`src/rtl/sd_cmd_tx.sv`:
```
module sd_cmd_tx (
  input  logic        clk,
  input  logic        rst_n,
  input  logic        start,
  input  logic        fall_edge,
  input  logic [5:0]  cmd_idx,
  input  logic [31:0] cmd_arg,
  output logic        cmd_out,
  output logic        cmd_oe,
  output logic        done
);
  localparam int MSG_BITS = 40;
  localparam int FRAME_BITS = 48;
  localparam logic [5:0] MSG_END = 6'(MSG_BITS);
  localparam logic [5:0] LAST = 6'(FRAME_BITS - 1);

  logic        busy;
  logic [5:0]  cnt;
  logic [39:0] msg;
  logic [6:0]  crc;
  logic        bit_q, oe_q, out_n, oe_n, done_q;

  wire fb      = msg[39] ^ crc[6];
  wire cur_bit = (cnt < MSG_END) ? msg[39] : (cnt < LAST) ? crc[6] : 1'b1;

  always_ff @(posedge clk or negedge rst_n) begin
    if (!rst_n) begin
      busy   <= 1'b0;
      cnt    <= '0;
      msg    <= '0;
      crc    <= '0;
      bit_q  <= 1'b1;
      oe_q   <= 1'b0;
      done_q <= 1'b0;
    end else begin
      done_q <= oe_q && !busy;
      oe_q   <= busy;
      bit_q  <= busy ? cur_bit : 1'b1;
      if (busy) begin
        cnt <= cnt + 6'd1;
        if (cnt < MSG_END) begin
          msg <= {msg[38:0], 1'b0};
          crc <= {crc[5:3], crc[2] ^ fb, crc[1:0], fb};
        end else begin
          crc <= {crc[5:0], 1'b0};
        end
        if (cnt == LAST) busy <= 1'b0;
      end else if (start) begin
        busy <= 1'b1;
        cnt  <= '0;
        msg  <= {2'b01, cmd_idx, cmd_arg};
        crc  <= '0;
      end
    end
  end

  always_ff @(negedge clk or negedge rst_n) begin
    if (!rst_n) begin
      out_n <= 1'b1;
      oe_n  <= 1'b0;
    end else begin
      out_n <= bit_q;
      oe_n  <= oe_q;
    end
  end

  assign cmd_out = fall_edge ? out_n : bit_q;
  assign cmd_oe  = fall_edge ? oe_n  : oe_q;
  assign done    = done_q;

  a_r2_start_bit_low: assert property (@(posedge clk) disable iff (!rst_n)
    $rose(oe_q) |-> !bit_q);

  a_r5_done_single: assert property (@(posedge clk) disable iff (!rst_n)
    done_q |=> !done_q);

  a_r5_done_after_end: assert property (@(posedge clk) disable iff (!rst_n)
    done_q |-> (!oe_q && $past(oe_q) && $past(bit_q)));

  a_r7_start_ignored: assert property (@(posedge clk) disable iff (!rst_n)
    (busy && start && cnt != LAST) |=> (busy && cnt == $past(cnt) + 6'd1));

  a_r6_half_cycle_copy: assert property (@(posedge clk) disable iff (!rst_n)
    (oe_n == oe_q) && (!oe_q || out_n == bit_q));
endmodule

```
`config.mk`:
```
export PLATFORM = sky130hd
export DESIGN_NAME = sd_cmd_tx
export DESIGN_NICKNAME = d
export VERILOG_FILES = /design/src/rtl/sd_cmd_tx.sv
export SDC_FILE = /design/constraint.sdc
export NUM_CORES = 1
export LEC_CHECK = 0
export BUFFER_PORTS_ARGS = -buffer_cell sky130_fd_sc_hd__buf_2
export CAP_MARGIN = 10
export CELL_PAD_IN_SITES_DETAIL_PLACEMENT = 0
export CELL_PAD_IN_SITES_GLOBAL_PLACEMENT = 1
export CORE_ASPECT_RATIO = 0.8
export CORE_MARGIN = 2
export CORE_UTILIZATION = 40
export CTS_CLUSTER_DIAMETER = 100
export CTS_CLUSTER_SIZE = 20
export DETAILED_ROUTE_END_ITERATION = 16
export HOLD_SLACK_MARGIN = 0.15
export PLACE_DENSITY_LB_ADDON = 0.1
export SYNTH_ARGS = -nofsm -noshare
export SYNTH_HDL_FRONTEND = slang
export SYNTH_SLANG_ARGS = --single-unit
```
`constraint.sdc`:
```
create_clock -name clk -period 1.9 [get_ports clk]
set_clock_uncertainty 0.2 [all_clocks]
set_input_delay 0.285 -clock clk [delete_from_list [all_inputs] [get_ports clk]]
set_output_delay 0.285 -clock clk [all_outputs]
set_load 0.05 [all_outputs]
```
After elaboration in Yosys (flattened, before gate mapping)
Cells that the tools add are included.
W data, S select, Z words.
{"block": "op_classes", "addsub": 1, "n_lt_le_gt_ge": 2, "n_eq_ne": 2, "n_mux": 16, "bitwise": 2, "reduce_logical": 4}
{"cell": "$mux W40", "count": 3}
{"cell": "$mux W7", "count": 2}
{"cell": "$lt A6 B6 Y1 const B", "count": 2}
{"cell": "$mux W6", "count": 2}
{"cell": "$mux W1", "count": 8}
{"cell": "$add A6 B1 Y6 const B", "count": 1}
{"cell": "$eq A6 B6 Y1 const B", "count": 1}
{"cell": "$mux W4", "count": 1}
{"cell": "$ne A2 B1 Y1 const B", "count": 1}
{"cell": "$reduce_and A2 Y1", "count": 1}
{"cell": "$reduce_bool A2 Y1", "count": 1}
{"cell": "$xor A1 B1 Y1", "count": 2}
{"cell": "$logic_and A1 B1 Y1", "count": 1}
{"cell": "$logic_not A1 Y1", "count": 1}
{"block": "totals", "regBits": 59, "word_cells": 36}

Logic depth before layout (Yosys ltp)
{"block": "logic_depth", "depth_word": 4, "mapped_depth": 6, "depth_no_buf": 4}

==> metrics.md <==
| Metric | Value |
|---|---|
| Status | finished with violations |
| Violated checks | setup timing |
| Clock buffer depth | 2 |
| Power per Cell Area | 1360 mW/mm2 |
| Worst hold endpoint | msg[1]$_DFFE_PN0P_ |
| CTS H-tree depth | 3 |
| Layout net count | between 300 and 400 |
| Final slew viol count | 0 |
| Synth Net Count | 255 |
| Clk pin slew, worst setup/hold paths | 0.06 ns |
| Vias in the first global route | around 2,000 |
| Number of vias per cell | 4.72 |
| DIE AREA | between 0.007 and 0.008 mm2 |
| Drt drc | 0 |
| CTS tree | yes |
| Mapped Area | ~0.0029 mm2 |
| HPWL after DPL | 3340 um |
| Worst Setup Path Type | reg -> out |
| FP Rows | 27 |
| Unique masters post-synth | 34 |
| Top cells by count, synth | 56 x dfrtp_1, 45 x mux2_2, 30 x mux2_4 |
| Gr usage total | 15.2% |
| Leakage Power | 1.86 nW |
| Max Cap Viol | 0 |
| CORE AREA | about 0.007 mm2 |
| Synth area leaders | dfrtp_1 49%, mux2_2 18%, mux2_4 16% |
| Post-route ant nets | 0 |
| Worst r2r path cells | 4 |
| Via count | 1,873 |
| Synth top area share | between 40% and 50% |
| Worst-path fanout max | 1 |
| Largest net degree at the start of global routing | 41 |
| Worst hold stages | 4 |
| Antenna diode count | 0 |
| Clk root buf | clkbuf_8 |
| Pre-antenna DRT Iters | 4 |
| Layout cell share with drive strength beyond 1 | 47.4% |
| RSZ-0062 raised after global routing | yes |
| Worst EP required | 1.41 ns |
| Flops & latches, synth | 59 |
| Synthesized instance count | 212 |
| CTS sink count | 59 |
| EDFF count, synth | 0 |
| First-pass GRT wire length | around 9300 um |
| Initial DRC count | 60 |
| CTS Buf Count | 9 |
| Worst skew pair latency | 0.33 ns |
| Sequential area share after synthesis | 51.3% |
| Hold Crit Start | cmd_arg[1] |
| Drt total wl | 5380 um |
| R2R Path Start | cnt[4]$_DFFE_PN0P_ |
| Actual slew at the worst max-slew pin | about 0.51 ns |
| Syn Area/Cell | between 10 and 15 um2 |
| Largest area contributor in the netlist | dfrtp_1 |
| Die height | 79.9 um |
| Drt wl/cell | 13.5 um |
| Port bufs | 44 |
| Post-route setup slack | -0.702 ns |
| Dpl cell area | 0.00326 mm2 |
| Antenna violations before repair | 0 |
| Asr flop ratio synth | 100% |
| Reg2reg end | msg[23]$_DFFE_PN0P_ |
| Worst endpoint data arrival time | 2.12 ns |
| Ys Warns | 0 |
| Setup-failing EPs final | 2 |
| Final instance area | 0.00385 mm2 |
| I/O pins | 45 |
| Most frequent cell after synthesis | dfrtp_1 |
| GPL Wtd Cong | 0.652 |
| Hold Crit Class | in -> reg |
| Die Wd | 98.9 um |
| Slew margin rel. | around two thirds |
| Peak VDD IR | 0.530 mV |
| R2R setup slack | 0.18 ns |
| Grt ovf | 0 |
| CP Capture Type | output port |
| Initial Util | 41.6% |
| Layout area overhead | 33.4% |
| Critical Path Start Type | flop |
| Layout Utilization | 55.6% |
| Top FF cell, synth | dfrtp_1 |
| Hold Vio Cnt, Final | 0 |
-- logic make-up (layout without fill, tap and decap cells) --
kind of cell             Yosys count  after routing  share of synthesized area [%]
multiplexers                      77             77                           33.9
flip-flops                        59             59                           51.3
AND/OR/NAND/NOR                   31             31                           4.77
AO/OA/AOI/OAI                     24             24                           5.34
buffers and inverters             17            115                           3.38
XOR/XNOR                           3              3                          0.911
adder cells (fa/ha/maj)            1              1                          0.434
-- what timing repair did --
action | in CTS | in global routing
hold endpoints to repair | 94 | 0
hold buffers | 40 | 0
gates cloned | 0 | 0
endpoints found under the setup margin | 2 | 5
gates resized for setup | 5 | 1
pin swaps | 0 | 0
setup buffers | 0 | 0
-- worst max path at each step --
stage                     from      end  slack, ns  cells after the start
2_1_floorplan  out_n$_DFF_NN1_  cmd_out      -0.26                      1
4_1_cts        out_n$_DFF_NN1_  cmd_out      -0.72                      2
3_3_place_gp   out_n$_DFF_NN1_  cmd_out      -0.40                      2
5_1_grt        out_n$_DFF_NN1_  cmd_out      -0.74                      2
6_report       out_n$_DFF_NN1_  cmd_out      -0.70                      2
3_5_place_dp   out_n$_DFF_NN1_  cmd_out      -0.41                      2
-- state kept, by name, summed over array words and instances, names as in the netlist --
signal  flops
oe_q        1
out_n       1
msg        40
cnt         6
crc         7
oe_n        1
bit_q       1
done        1
busy        1
-- critical path, stage by stage, from the launching register on --
cell and delay (ns):
dfstp_2 0.51, mux2_4 0.14, buf_8 0.14
-- final cells by class --
cell class                 count  area, um2
inverter                       4       15.0
fill                         621       3080
clock inverter                 3       13.8
timing repair buffer          94        749
sequential                    59       1480
clock buffer                  14        163
multi-input combinational    136       1320
tap                           87        109
-- report_power, final --
group	switching [W]	leakage, nW	total [W]	internal [W]
sequential	0.000305	0.753	0.00209	0.00178
combinational	0.000781	1.01	0.00214	0.00136
clock	0.000469	0.0958	0.00101	0.000544
total	0.00155	1.86	0.00524	0.00368
-- through the flow --
stage	power (W)	std cells	setup WS, ns	hold slack, ns	TNS [ns]
after detailed placement	0.00418	341	-0.412	-0.0852	-0.707
final	0.00524	397	-0.702	0.199	-1.29
after CTS	0.00532	397	-0.716	0.195	-1.32
after global routing	0.00562	397	-0.736	0.233	-1.35
after floorplan	0.00376	212	-0.258	-0.211	-0.430
after global placement	0.00415	341	-0.398	-0.0901	-0.688
-- placed cells by master (no fill, tap or decap), types with 2 or more instances in the layout --
| master | Yosys | final |
|---|---|---|
| buf_12 | 0 | 3 |
| buf_2 | 3 | 42 |
| buf_4 | 0 | 7 |
| clkbuf_1 | 4 | 3 |
| clkbuf_8 | 0 | 11 |
| clkinv_2 | 0 | 2 |
| dfrtp_1 | 56 | 55 |
| dfstp_2 | 2 | 2 |
| dlygate4sd3_1 | 0 | 40 |
| inv_1 | 5 | 5 |
| mux2_2 | 45 | 43 |
| mux2_4 | 30 | 32 |
| mux2i_1 | 2 | 2 |
| nand2_1 | 17 | 17 |
| nand3_1 | 4 | 4 |
| nor2_1 | 4 | 3 |
| o211ai_1 | 2 | 2 |
| o21ai_0 | 9 | 9 |
| o22ai_1 | 5 | 5 |
| xnor2_1 | 2 | 2 |
-- routing by layer --
metal | wire [um] | up-vias | global-route usage (%) | share of wire (%)
met5 | 0 | - | 0 | 0
met4 | 84 | 0 | 6.16 | 1.6
met3 | 204 | 9 | 4.99 | 3.8
met2 | 2390 | 27 | 23.9 | 44
met1 | 2700 | 898 | 19.4 | 50
li1 | - | 939 | - | -
Power figures use the tool's default switching activity.
